===== src/rtl/secprot_pkg.sv =====
package secprot_pkg;
  typedef enum logic [1:0] {
    OP_NONE  = 2'd0,
    OP_SET   = 2'd1,
    OP_CLEAR = 2'd2
  } prot_op_e;
endpackage


===== src/rtl/secprot_we_edge.sv =====
module secprot_we_edge (
  input  logic clk,
  input  logic rst_n,
  input  logic we_n,
  output logic we_fall,
  output logic we_rise
);
  logic we_q;

  always_ff @(posedge clk or negedge rst_n) begin
    if (!rst_n) we_q <= 1'b1;
    else        we_q <= we_n;
  end

  assign we_fall = we_q & ~we_n;
  assign we_rise = ~we_q & we_n;
endmodule


===== src/rtl/secprot_seq.sv =====
module secprot_seq
  import secprot_pkg::*;
#(
  parameter int SEC_W = 4
) (
  input  logic             clk,
  input  logic             rst_n,
  input  logic             we_fall,
  input  logic             we_rise,
  input  logic             prot_mode,
  input  logic             ce_n,
  input  logic             oe_n,
  input  logic             clr_sel,
  input  logic [SEC_W-1:0] sector,
  output prot_op_e         commit_op,
  output logic [SEC_W-1:0] commit_sec
);
  prot_op_e         pend_op;
  logic [SEC_W-1:0] pend_sec;
  logic             start_ok;

  assign start_ok = we_fall & prot_mode & ~ce_n & oe_n;

  always_ff @(posedge clk or negedge rst_n) begin
    if (!rst_n) begin
      pend_op  <= OP_NONE;
      pend_sec <= '0;
    end else if (!prot_mode || we_rise) begin
      pend_op  <= OP_NONE;
    end else if (start_ok) begin
      pend_op  <= clr_sel ? OP_CLEAR : OP_SET;
      pend_sec <= sector;
    end
  end

  assign commit_op  = (we_rise && prot_mode) ? pend_op : OP_NONE;
  assign commit_sec = pend_sec;

  AST_NO_COMMIT_WITHOUT_START: assert property (@(posedge clk) disable iff (!rst_n)
    (we_fall && !start_ok) |=> (commit_op == OP_NONE));
endmodule


===== src/rtl/secprot_store.sv =====
module secprot_store
  import secprot_pkg::*;
#(
  parameter int NUM_SECTORS = 16,
  parameter int SEC_W       = 4
) (
  input  logic                   clk,
  input  logic                   rst_n,
  input  prot_op_e               commit_op,
  input  logic [SEC_W-1:0]       commit_sec,
  output logic [NUM_SECTORS-1:0] prot_bits
);
  for (genvar i = 0; i < NUM_SECTORS; i++) begin : g_bit
    always_ff @(posedge clk) begin
      if (commit_op == OP_CLEAR)
        prot_bits[i] <= 1'b0;
      else if (commit_op == OP_SET && commit_sec == SEC_W'(i))
        prot_bits[i] <= 1'b1;
    end
  end

  AST_SET_ON_RISE: assert property (@(posedge clk) disable iff (!rst_n)
    (commit_op == OP_SET) |=> prot_bits[$past(commit_sec)]);
  AST_CLEAR_ALL: assert property (@(posedge clk) disable iff (!rst_n)
    (commit_op == OP_CLEAR) |=> (prot_bits == '0));
  AST_HOLD_WITHOUT_COMMIT: assert property (@(posedge clk) disable iff (!rst_n)
    (commit_op == OP_NONE) |=> $stable(prot_bits));
endmodule


===== src/rtl/secprot_readout.sv =====
module secprot_readout #(
  parameter logic [7:0] MFR_ID = 8'hC2,
  parameter logic [7:0] DEV_ID = 8'hDA
) (
  input  logic       clk,
  input  logic       rst_n,
  input  logic       rd_active,
  input  logic       sel_status,
  input  logic       sel_dev,
  input  logic       sec_prot,
  output logic [7:0] dout,
  output logic       dout_valid
);
  logic [7:0] rd_byte;

  always_comb begin
    if (sel_status)   rd_byte = {7'd0, sec_prot};
    else if (sel_dev) rd_byte = DEV_ID;
    else              rd_byte = MFR_ID;
  end

  always_ff @(posedge clk or negedge rst_n) begin
    if (!rst_n) begin
      dout       <= '0;
      dout_valid <= 1'b0;
    end else begin
      dout       <= rd_active ? rd_byte : 8'h00;
      dout_valid <= rd_active;
    end
  end

  AST_IDLE_ZERO: assert property (@(posedge clk) disable iff (!rst_n)
    !rd_active |=> (dout == 8'h00 && !dout_valid));
endmodule


===== src/rtl/secprot_top.sv =====
module secprot_top
  import secprot_pkg::*;
#(
  parameter int         NUM_SECTORS = 16,
  parameter int         ADDR_W      = 19,
  parameter logic [7:0] MFR_ID      = 8'hC2,
  parameter logic [7:0] DEV_ID      = 8'hDA
) (
  input  logic              clk,
  input  logic              rst_n,
  input  logic              prot_mode,
  input  logic              temp_unprot,
  input  logic              clr_sel,
  input  logic              ce_n,
  input  logic              oe_n,
  input  logic              we_n,
  input  logic [ADDR_W-1:0] addr,
  output logic              write_ok,
  output logic [7:0]        dout,
  output logic              dout_valid
);
  localparam int SEC_W = (NUM_SECTORS > 1) ? $clog2(NUM_SECTORS) : 1;

  logic                   we_fall, we_rise;
  prot_op_e               commit_op;
  logic [SEC_W-1:0]       commit_sec;
  logic [NUM_SECTORS-1:0] prot_bits;
  logic [SEC_W-1:0]       sector;
  logic                   sec_prot;
  logic                   rd_active;

  assign sector    = addr[ADDR_W-1 -: SEC_W];
  assign sec_prot  = prot_bits[sector];
  assign write_ok  = temp_unprot | ~sec_prot;
  assign rd_active = prot_mode & ~ce_n & ~oe_n;

  secprot_we_edge u_edge (
    .clk     (clk),
    .rst_n   (rst_n),
    .we_n    (we_n),
    .we_fall (we_fall),
    .we_rise (we_rise)
  );

  secprot_seq #(.SEC_W(SEC_W)) u_seq (
    .clk        (clk),
    .rst_n      (rst_n),
    .we_fall    (we_fall),
    .we_rise    (we_rise),
    .prot_mode  (prot_mode),
    .ce_n       (ce_n),
    .oe_n       (oe_n),
    .clr_sel    (clr_sel),
    .sector     (sector),
    .commit_op  (commit_op),
    .commit_sec (commit_sec)
  );

  secprot_store #(.NUM_SECTORS(NUM_SECTORS), .SEC_W(SEC_W)) u_store (
    .clk        (clk),
    .rst_n      (rst_n),
    .commit_op  (commit_op),
    .commit_sec (commit_sec),
    .prot_bits  (prot_bits)
  );

  secprot_readout #(.MFR_ID(MFR_ID), .DEV_ID(DEV_ID)) u_rd (
    .clk        (clk),
    .rst_n      (rst_n),
    .rd_active  (rd_active),
    .sel_status (addr[1]),
    .sel_dev    (addr[0]),
    .sec_prot   (sec_prot),
    .dout       (dout),
    .dout_valid (dout_valid)
  );
endmodule


===== config.mk =====
export PLATFORM = sky130hd
export DESIGN_NAME = secprot_top
export DESIGN_NICKNAME = d
export VERILOG_FILES = /design/src/rtl/secprot_pkg.sv /design/src/rtl/secprot_we_edge.sv /design/src/rtl/secprot_seq.sv /design/src/rtl/secprot_store.sv /design/src/rtl/secprot_readout.sv /design/src/rtl/secprot_top.sv
export SDC_FILE = /design/constraint.sdc
export NUM_CORES = 1
export LEC_CHECK = 0
export BUFFER_PORTS_ARGS = -buffer_cell sky130_fd_sc_hd__buf_2
export CAP_MARGIN = 5
export CORE_ASPECT_RATIO = 1.25
export CORE_UTILIZATION = 39
export DETAILED_ROUTE_END_ITERATION = 8
export PLACE_DENSITY = 0.73
export SLEW_MARGIN = 20
export SYNTH_ARGS = -nofsm -noshare
export SYNTH_HDL_FRONTEND = slang
export SYNTH_SLANG_ARGS = --single-unit
export TNS_END_PERCENT = 10

===== constraint.sdc =====
create_clock -name clk -period 1.5 [get_ports clk]
set_clock_uncertainty 0.1 [all_clocks]
set_input_delay 0.075 -clock clk [delete_from_list [all_inputs] [get_ports clk]]
set_output_delay 0.075 -clock clk [all_outputs]
set_load 0.005 [all_outputs]

# == Word-level counts from Yosys, hierarchy flattened ==
# Cells that the tools add are included.
# op_classes
order_cmp,1
eq_ne,17
muxes,9
n_bitwise,14
reduce_logical,22
# op_table
cell,count
4-bit equality test (second input constant),8
1-bit logical AND,17
4-bit by 3-bit equality test with 1-bit output (second input constant),4
8-bit two-way mux,2
4-bit by 2-bit equality test with 1-bit output (second input constant),2
2-bit two-way mux,4
1-bit bitwise AND,7
1-bit NOT,6
4-bit by 5-bit less-than comparator with 1-bit output (second input constant),1
5-bit two-way mux,1
1-bit binary-select mux with 4-bit select,1
4-bit by 1-bit equality test with 1-bit output (second input constant),1
4-bit logical NOT,1
2-bit by 1-bit equality test with 1-bit output (second input constant),1
2-bit equality test (second input constant),1
2-bit AND reduction,1
2-bit nonzero test,1
1-bit logical NOT,1
1-bit logical OR,1
1-bit two-way mux,1
1-bit OR,1
# word_totals
reg_bits,32
inputBits,27
output_inout_bits,10
elab_cells,84

# == Logic depth before layout (Yosys ltp) ==
# Gate-level depths: netlist (run 1).
# logic_depth
ltp_word,7
mapped_depth,5
mapped_depth_nobuf,4

# == Hierarchy ==
# A second synthesis (run 1) with hierarchy kept.
# unflattened
hier_cells,102
area_unflattened_um2,1229.9
# modules_own_cells
mod,n_inst,cells_each,area_each_um2,seq_area_each_um2
secprot_store,1,54,579.3,320.3
secprot_seq,1,20,279.0,150.1
secprot_readout,1,13,167.7,100.1
secprot_top,1,12,162.7,0.0
secprot_we_edge,1,3,41.3,26.3

# == Worst setup path after synthesis (run 1) ==
# OpenSTA, ideal clock, no wires.
# synth_timing
path_kind,register to register
from,register u_edge.we_q
to,register u_seq.pend_sec[0] (netlist: u_seq.commit_sec[0])
setup_time_ns,0.125
arrival_ns,1.286
setup_slack_ns,-0.011
stages_incl_launch_ff,5
n_path_buf,1
cell_sequence,dfstp_2 > nand2_1 > or3_1 > buf_2 > mux2_4
# synth_between
elab_chain_cells,5
# synth_rtl
element,line_no,rtl
"start, declared",secprot_we_edge.sv:8,logic we_q;
"start signal, assigned",secprot_we_edge.sv:12,else we_q <= we_n;
1-bit bitwise AND / 1-bit NOT (equally long branches),"secprot_we_edge.sv:15, secprot_we_edge.sv:16",
1-bit bitwise AND (on tied branches),"secprot_seq.sv:22, secprot_we_edge.sv:16",
1-bit bitwise AND / 1-bit logical OR (equally long branches),"secprot_seq.sv:22, secprot_seq.sv:28",
1-bit bitwise AND / 1-bit NOT (equally long branches),-,
2-bit AND reduction (no source line) *,-,
"end signal, assigned",secprot_seq.sv:32,pend_sec <= sector;
"end, declared",secprot_seq.sv:19,logic [SEC_W-1:0] pend_sec;
# Mark *: on every way between the ends. The rest lies on a longest branch, timed or not.
# A chain may end at the register's enable or synchronous reset.

# == Final worst setup path (run 1) ==
# layout_timing
from,register u_store.prot_bits[5]
to,output write_ok
# layout_between
elab_chain_cells,4
# layout_rtl
element,line_no,rtl
"start, declared",secprot_store.sv:11,output logic [NUM_SECTORS-1:0] prot_bits
"start signal, assigned by index",secprot_store.sv:16,prot_bits[i] <= 1'b0;
"start signal, assigned by index",secprot_store.sv:18,prot_bits[i] <= 1'b1;
1-bit binary-select mux with 4-bit select,secprot_top.sv:33,assign sec_prot = prot_bits[sector];
1-bit two-way mux (not written as such),secprot_top.sv:33,
1-bit NOT,secprot_top.sv:34,assign write_ok = temp_unprot | ~sec_prot;
1-bit OR,secprot_top.sv:34,
"end, declared",secprot_top.sv:18,"output logic write_ok,"
# Every way passes these cells. The select of a mux whose other input is x is not followed.

==> results of run 1 <==
[critical path, stage by stage, from the launching register on]
cell and delay [ps]:
dfxtp_2 340, mux4_2 490, nor2_2 110, o22ai_2 100, nand2b_1 70, buf_2 100
[kinds of logic (layout without fill, tap and decap cells)]
| group | Yosys count | in the layout |
|---|---|---|
| AO/OA/AOI/OAI | 22 | 22 |
| multiplexers | 9 | 9 |
| AND/OR/NAND/NOR | 44 | 44 |
| other | 1 | 2 |
| flip-flops | 27 | 27 |
| buffers and inverters | 12 | 42 |
[metal layers]
metal | part of all wire [%] | wire length [um] | global-route usage [%] | vias to the layer above
met4 | 0.97 | 25 | 4.93 | 0
li1 | - | - | - | 466
met1 | 43 | 1120 | 19.8 | 477
met3 | 3.2 | 83 | 2.11 | 4
met5 | 0 | 0 | 0 | -
met2 | 52 | 1340 | 28.2 | 25
[power breakdown]
group	switching, uW	leakage, uW	total (uW)	internal, uW
logic	126	0.000386	244	118
registers	65.5	0.000273	825	759
clock network	194	0.0000150	298	104
total	386	0.000674	1370	981
[stage by stage]
stage          setup TNS [ps]  hold WS (ps)  cells
3_5_place_dp             -567          -144    166
6_report                 -327          36.5    182
2_1_floorplan               0          -321    116
5_1_grt                  -681          41.1    182
3_3_place_gp             -256          -154    166
4_1_cts                  -321          3.40    181
[final cells by class]
type / instances / area (um2)
inverters: 2 / 7.51
flip-flops and latches: 27 / 599
multi-input cells: 77 / 643
clock buffers: 4 / 26.3
repair buffers: 36 / 250
well taps: 36 / 45.0
fillers: 275 / 1400
[repair_timing]
| action | CTS | global route |
|---|---|---|
| hold buffers | 11 | 1 |
| buffers inserted | 0 | 0 |
| resized for setup | 11 | 10 |
| endpoints found under the hold margin | 20 | 1 |
| pin swaps | 2 | 2 |
| gates cloned | 0 | 0 |
| setup endpoints to repair | 14 | 21 |
[worst max path at each step]
| stage | cells after the start | endpoint | slack [ps] |
|---|---|---|---|
| finish | 5 | write_ok | -210 |
| global route | 5 | write_ok | -280 |
| CTS | 5 | write_ok | -220 |
| global placement | 3 | u_seq.commit_sec[2] | -70 |
| floorplan | 4 | u_seq.commit_sec[0] | 1 |
| detailed placement | 3 | u_seq.commit_sec[2] | -110 |
[layout by cell type (no fill, tap or decap), types with 2 or more instances in the layout]
cell	n
buf_2	21
buf_4	3
clkbuf_4	3
conb_1	2
dfrtp_1	10
dfxtp_1	14
dfxtp_2	2
dlygate4sd3_1	11
inv_1	2
mux2_2	4
mux2_4	3
mux4_2	2
nand2_1	7
nand2b_1	7
nand4_1	2
nor2_1	4
nor2_2	2
nor3_1	4
nor3_2	7
nor4_4	2
o21a_1	16
o21ai_2	2
o221ai_1	2
or3_4	2
[registers in the layout (all words and copies together) (netlist names)]
name / cells
u_edge.we_q: 1
u_rd.dout: 3
u_rd.dout_valid: 1
u_seq.commit_sec: 4
u_seq.pend_op: 2
u_store.prot_bits: 16
==> impl_metrics.ini, run 1 <==
[synthesis]
ys_types = 30
synth_top_area_share_pct = 26.0
yosys-top-cells-area = dfxtp_1 26%, dfrtp_1 20%, o21a_1 9.8%
yosysWarnings = 0
syn_area_mm2 = 0.00123
synth_edf_count = 0
ys_ff_latch = 27
synth_top_family_by_area = simple AND/OR/NAND/NOR gates
synthMuxAreaShare_pct = 11.0
synth-async-reset-ratio_pct = 40.7
synthXorXnorAreaFrac_pct = 0
synthAdderAreaFrac_pct = 0
yosysTopAreaCell = dfxtp_1
syn_inst = 115
yosys-top-cells-count = 16 x dfxtp_1, 16 x o21a_1, 11 x nor3_1
synth_flop_cell = dfxtp_1
syn_avg_cell_area_um2 = 10.7
yosys.area_share.simple_pct = 21.2
synth_compound_area_share_pct = 12.9
ys_seq_area_share_pct = 48.5

[cells_and_area]
finalInstanceArea_mm2 = 0.00157
nNetsFinal = 174
final_util_pct = 52.9
syn_to_final_growth_pct = 27.6
drive_gt1_share_pct = 40.4
n_antenna_cell = 0

[drt]
ant_nets = 0
drtPass1Iterations = 4
viasPerCell = 5.34
drt-initial-drc-count = 9
avgRoutedWirePerCell_um = 14.1
routed-via-count = 972
drcViolationCount = 0
wirelength_um = 2570

[cts]
clock_path_buffers = 2
cts_buffers = 3
cts-htree-levels = 1
cts_sinks = 27
clk_pin_slew_ps = 130
cts_tree = done
root_buffer = clkbuf_4
clkLatencyLatePin_ps = 320

[placement]
post-dp-hpwl_um = 1670
portBuffers = 21
place_area_mm2 = 0.00134
pre_cts_slack_ps = -113
routabilityCongestion = 0.864

[worst_setup_path]
r2r-end = u_seq.commit_sec[2]
cp-startpoint = u_store.prot_bits[5]
arrival_ps = 1530
path_class = flop to output pin
reg2reg_setup_slack_ps = -40
r2r_start = u_edge.we_q
r2r_cells = 3
crit_fanout = 2
crit_path_end_kind = output pin
worst_ep_required_time_ps = 1320
critPathLaunchType = flop

[floorplanning]
dieArea_mm2 = 0.00339
rows = 22
io_pins = 37
start_util_pct = 41.4
die_h_um = 64.8
die_x_um = 52.3
coreArea_mm2 = 0.00297

[sta]
worst_slack_ps = -208
setup_viol = 6
hold_viol_final = 0
fin_crit_ps = 1710
clock.fmax_mhz = 586
rsz0062_at_grt = yes
post-route-period-util_pct = 114
drv_slew = 0

[worst_hold_path]
hp-class = primary input to async pin

[pwr]
finalPower_uw = 1370
power_density_mw_per_mm2 = 870
leakage_uw = 0.000674
ir_worst_vdd_mv = 0.647

[global_routing]
grtUsageTotal_pct = 16.0
grt_pass1_vias = 963
grt_overflow = 0
grt_pass1_wl_um = 4110
antenna_found_initial = 0
grt_max_degree = 17

[status]
status = finished, violations left
failed_checks = negative setup slack

[run]
cap_violations = 0
Note: power is estimated with default switching activity, not from simulation.
==> run 2: changes to the inputs <==
CORE_UTILIZATION = 30   (was 39)
PLACE_DENSITY = 0.6   (was 0.73)
==> run 2 against run 1 <==
Effect of this change: the flow finishes with violations (negative hold slack, negative setup slack); final cell count rose by 7.7%; worst setup slack improved by 40 ps; power grew 6.7%; via count down 3.1%; die area rose by 29%; combinational power is 5% lower; final area shrank 0.88%; hold slack got worse by 52 ps; non-clock buffer count is 5 lower; first-iteration DRC count rose to 3.3 times the previous value; critical path type unchanged; largest power group unchanged; highest routed layer unchanged.
==> impl_metrics.ini, run 2 (synthesis results as in run 1) <==
[cts]
cts_tree = done
root_buffer = clkbuf_8
clk_pin_slew_ps = 90
cts_buffers = 3
cts-htree-levels = 1
clkLatencyLatePin_ps = 270
cts_sinks = 27
clock_path_buffers = 2

[status]
status = finished, violations left
failed_checks = negative hold slack, negative setup slack

[cells_and_area]
fin_cells = 196
final_common_cell = buf_2
largest_reg_flops = 16
top_register = u_store.prot_bits
n_antenna_cell = 0
nNetsFinal = 170
drive_gt1_share_pct = 39.4
fillers = 403
syn_to_final_growth_pct = 26.5
final_cell_mix = 21 x buf_2, 16 x o21a_1, 16 x dfxtp_1, 10 x dfrtp_1

[placement]
pre_cts_slack_ps = -97.3
post-dp-hpwl_um = 1860
portBuffers = 21
placedCellCount = 184
routabilityCongestion = 0.770

[drt]
drtPass1Iterations = 2
viasPerCell = 4.81
drcViolationCount = 0
drt-initial-drc-count = 30
routed-via-count = 942
wirelength_um = 2670
avgRoutedWirePerCell_um = 13.6
ant_nets = 0

[sta]
clock.fmax_mhz = 600
fin_crit_ps = 1670
hold_viol_final = 2
rsz0062_at_grt = yes
fin_tns_setup_ps = -181
worst_slack_ps = -167
post-route-period-util_pct = 111
drv_slew = 0
setup_viol = 2
hold-worst-slack_ps = -15.3

[floorplanning]
die_h_um = 73.6
die_x_um = 59.3
coreArea_mm2 = 0.00385
io_pins = 37
start_util_pct = 32.0
dieArea_mm2 = 0.00437
rows = 25

[worst_setup_path]
r2r_cells = 4
r2r_start = u_edge.we_q
arrival_ps = 1490
reg2reg_setup_slack_ps = -10
worst_ep_required_time_ps = 1320
r2r-end = u_store.prot_bits[12]
crit_path_end_kind = output pin
crit_fanout = 2
critPathLaunchType = flop
path_class = flop to output pin

[worst_hold_path]
holdPathStages = 3
hp-class = primary input to flop
hold_path.startpoint = prot_mode
min_to = u_seq.pend_op[0]

[global_routing]
grt_max_degree = 17
grt_pass1_wl_um = 4210
antenna_found_initial = 0
grt_pass1_vias = 932
grtUsageTotal_pct = 12.8
grt_overflow = 0

[run]
cap_violations = 0

[pwr]
leakage_uw = 0.000646
ir_worst_vdd_mv = 0.284
power_density_mw_per_mm2 = 936
run 2: timing repair:
item / 4_1_cts / 5_1_grt
gates cloned: 0 / 1
endpoints found under the setup margin: 12 / 20
setup buffers: 0 / 0
pin swaps: 2 / 3
gates resized for setup: 8 / 9
hold buffers: 7 / 0
hold endpoints to repair: 18 / 0
run 2: power breakdown:
group	leakage, uW	internal [uW]	switching [uW]
clock	0.0000255	186	217
combinational	0.000349	110	122
sequential	0.000272	758	64.4
run 2: critical path, stage by stage, from the launching register on:
cell and delay, ps:
dfxtp_1 320, mux4_2 480, nor2_2 130, o22ai_2 110
nand2b_1 70, buf_2 100
run 2: cell type report:
class,count,area (um2),area share (%)
multi-input cells,78,642,41.2
flip-flops and latches,27,597,38.3
repair buffers,31,198,12.7
well taps,54,67.6,4.34
clock buffers,3,41.3,2.65
inverters,2,7.51,0.482
clock inverters,1,5.00,0.321
run 2: layer usage:
layer	vias to the layer above	track usage (%)	part of all wire (%)
met2	22	22.5	50
met1	460	15.7	46
li1	456	-	-
met5	-	0	0
met3	4	1.23	2.4
met4	0	5.56	1.6
run 2: metrics by stage:
step                      total power (uW)  cell area [um2]  hold WS, ps  utilization (%)
after detailed placement              1020             1360         -150             35.4
after global routing                  1520             1560         17.9             40.5
after global placement                1020             1360         -151             35.4
final                                 1460             1560        -15.3             40.5
after CTS                             1450             1510         1.98             39.3
after floorplan                        945             1240         -321                -
run 2: how the worst max path moves through the flow:
stage	from	end	slack, ps	depth (start not counted)
finish	u_store.prot_bits[5]	write_ok	-170	5
CTS	u_store.prot_bits[13]	write_ok	-160	5
floorplan	u_edge.we_q	u_seq.commit_sec[0]	1	4
detailed placement	u_edge.we_q	u_seq.commit_sec[0]	-100	3
global route	u_store.prot_bits[13]	write_ok	-220	5
global placement	u_edge.we_q	u_seq.commit_sec[0]	-60	3
==> run 3: changes to the inputs <==
--- a/config.mk
+++ b/config.mk
@@ -11,5 +11,5 @@
 export CORE_UTILIZATION = 30
 export DETAILED_ROUTE_END_ITERATION = 8
-export PLACE_DENSITY = 0.6
+export PLACE_DENSITY = 0.58
 export SLEW_MARGIN = 20
 export SYNTH_ARGS = -nofsm -noshare
==> constraint.sdc (replaced) <==
create_clock -name clk -period 1.8 [get_ports clk]
set_clock_uncertainty 0.1 [all_clocks]
set_input_delay 0.18 -clock clk [delete_from_list [all_inputs] [get_ports clk]]
set_output_delay 0.18 -clock clk [all_outputs]
set_load 0.005 [all_outputs]
==> run 3 against run 2 <==
Effect of this change: the flow now finishes without violations; combinational power is 31% lower; power decreased by 19%; clock power fell by 16%; first-iteration DRC count unchanged; count of clock-buffer cells in the layout stayed put; sequential power decreased by 17%; register-to-register slack gained 190 ps; wire length down 11%; critical endpoint unchanged; largest power group unchanged.
==> impl_metrics.ini, run 3 (synthesis results as in run 1) <==
[status]
status = completed

[pwr]
power.share.clock_pct = 28.6
power_density_mw_per_mm2 = 812
swShare_pct = 26.3
finalPower_uw = 1180
seq_power_share_pct = 57.7
leakage_uw = 0.000614
combPwrFrac_pct = 13.6
switching_power_uw = 310
internal_power_uw = 868
ir_worst_vdd_mv = 0.318

[cells_and_area]
fillers = 387
nNetsFinal = 164
final_common_cell = buf_2
syn_to_final_growth_pct = 17.7
ff_latch_area_um2 = 598
final_cell_mix = 21 x buf_2, 16 x o21a_1, 15 x dfxtp_1, 11 x nor3_1, 10 x dfrtp_1
drive_gt1_share_pct = 32.4
largest_reg_flops = 16
multi_input_area_um2 = 574
n_antenna_cell = 0
top_register = u_store.prot_bits

[cts]
cts-htree-levels = 1
cts_sinks = 27
clock_path_buffers = 2
root_buffer = clkbuf_8
cts_tree = done
clk_pin_slew_ps = 90
cts_buffers = 3
clkLatencyLatePin_ps = 270

[drt]
routed-via-count = 881
wl_met1_um = 1090
avgRoutedWirePerCell_um = 12.4
wirelength_um = 2370
viasPerCell = 4.64
ant_nets = 0
dr.max_layer_used = met4
wl_met3_um = 123
drt-initial-drc-count = 30
wl_met2_um = 1110
drcViolationCount = 0
drtPass1Iterations = 4

[floorplanning]
io_pins = 37
start_util_pct = 32.0
die_h_um = 73.6
die_x_um = 59.3
dieArea_mm2 = 0.00437
coreArea_mm2 = 0.00385
rows = 25

[placement]
post-dp-hpwl_um = 1780
routabilityCongestion = 0.773
portBuffers = 21

[worst_setup_path]
crit_slowest_cell = mux4_2
worst_ep_required_time_ps = 1520
cp_slowest_stage_delay_ps = 470
worstPathCellList = mux4_2, nor2_2, o22ai_2, nand2b_1, buf_2
r2r_cells = 3
crit_fanout = 2
critPathTopFamily = multiplexers
crit_path_end_kind = output pin
cp.depth = 5
crit_buf_inv = 1
path_class = flop to output pin
arrival_ps = 1460
critPathLaunchType = flop

[worst_hold_path]
holdPathStages = 2
hp-class = primary input to flop

[sta]
relSlewSlack_pct = 65.6
fin_tns_setup_ps = 0
setup_viol = 0
clock.fmax_mhz = 576
drv_slew = 0
worst-slew-pin-transition_ps = 515
fin_crit_ps = 1740
post-route-period-util_pct = 96.5
hold_viol_final = 0

[global_routing]
grt_pass1_wl_um = 4010
grtUsageTotal_pct = 12.6
antenna_found_initial = 0
grt_pass1_vias = 884
grt_overflow = 0
grt_max_degree = 17

[run]
cap_violations = 0
==> run 3: cell type report <==
| type | instances | area share, % |
|---|---|---|
| inverter | 2 | 0.518 |
| sequential | 27 | 41.3 |
| clock buffer | 3 | 2.85 |
| tap | 54 | 4.66 |
| multi-input combinational | 77 | 39.6 |
| clock inverter | 1 | 0.345 |
| timing repair buffer | 26 | 10.7 |
==> run 3: worst paths after layout <==
path | to | slack (ps) | from
worst min-delay path | u_rd.dout[4] | 10 | addr[0]
worst max register to register | u_seq.commit_sec[0] | 180 | u_edge.we_q
worst min register to register | u_store.prot_bits[15] | 370 | u_store.prot_bits[15]
max in group asynchronous | u_edge.we_q | 1130 | rst_n
worst max-delay path | write_ok | 60 | u_store.prot_bits[13]
min in group asynchronous | u_seq.pend_op[0] | 210 | rst_n
==> run 3: routing by layer <==
layer  up-vias  track usage, %
li1        444               -
met1       406            15.2
met2        26            21.2
met3         5            2.64
met4         0            5.56
met5         -               0
==> run 3: stage by stage <==
step	util, %	area, um2	hold slack [ps]	worst slack, ps	std cells
after global placement	34.8	1340	-46.3	213	181
final	37.7	1450	11.7	62.7	190
after floorplan	-	1230	-216	289	116
after CTS	37.3	1440	6.94	22.2	190
after global routing	37.7	1450	2.67	-20.4	190
after detailed placement	34.8	1340	-39.8	196	181
==> run 3: power groups by stage <==
stage                     clock network (uW)  logic, uW  registers (uW)
after floorplan                            0        108             679
after global placement                     0        149             690
after detailed placement                   0        151             692
after CTS                                350        158             679
after global routing                     385        178             687
final                                    337        161             679
==> run 3: repair_timing <==
action | in CTS | in global routing
setup endpoints to repair | 0 | 1
hold endpoints to repair | 14 | 0
resized for setup | 0 | 4
hold buffers | 5 | 0
buffers inserted | 0 | 0
==> run 3: worst reg2reg max path, stage by stage, from the launching register on <==
cell,delay (ps)
dfstp_2,540
nand2_1,40
or3_1,470
mux2_4,350
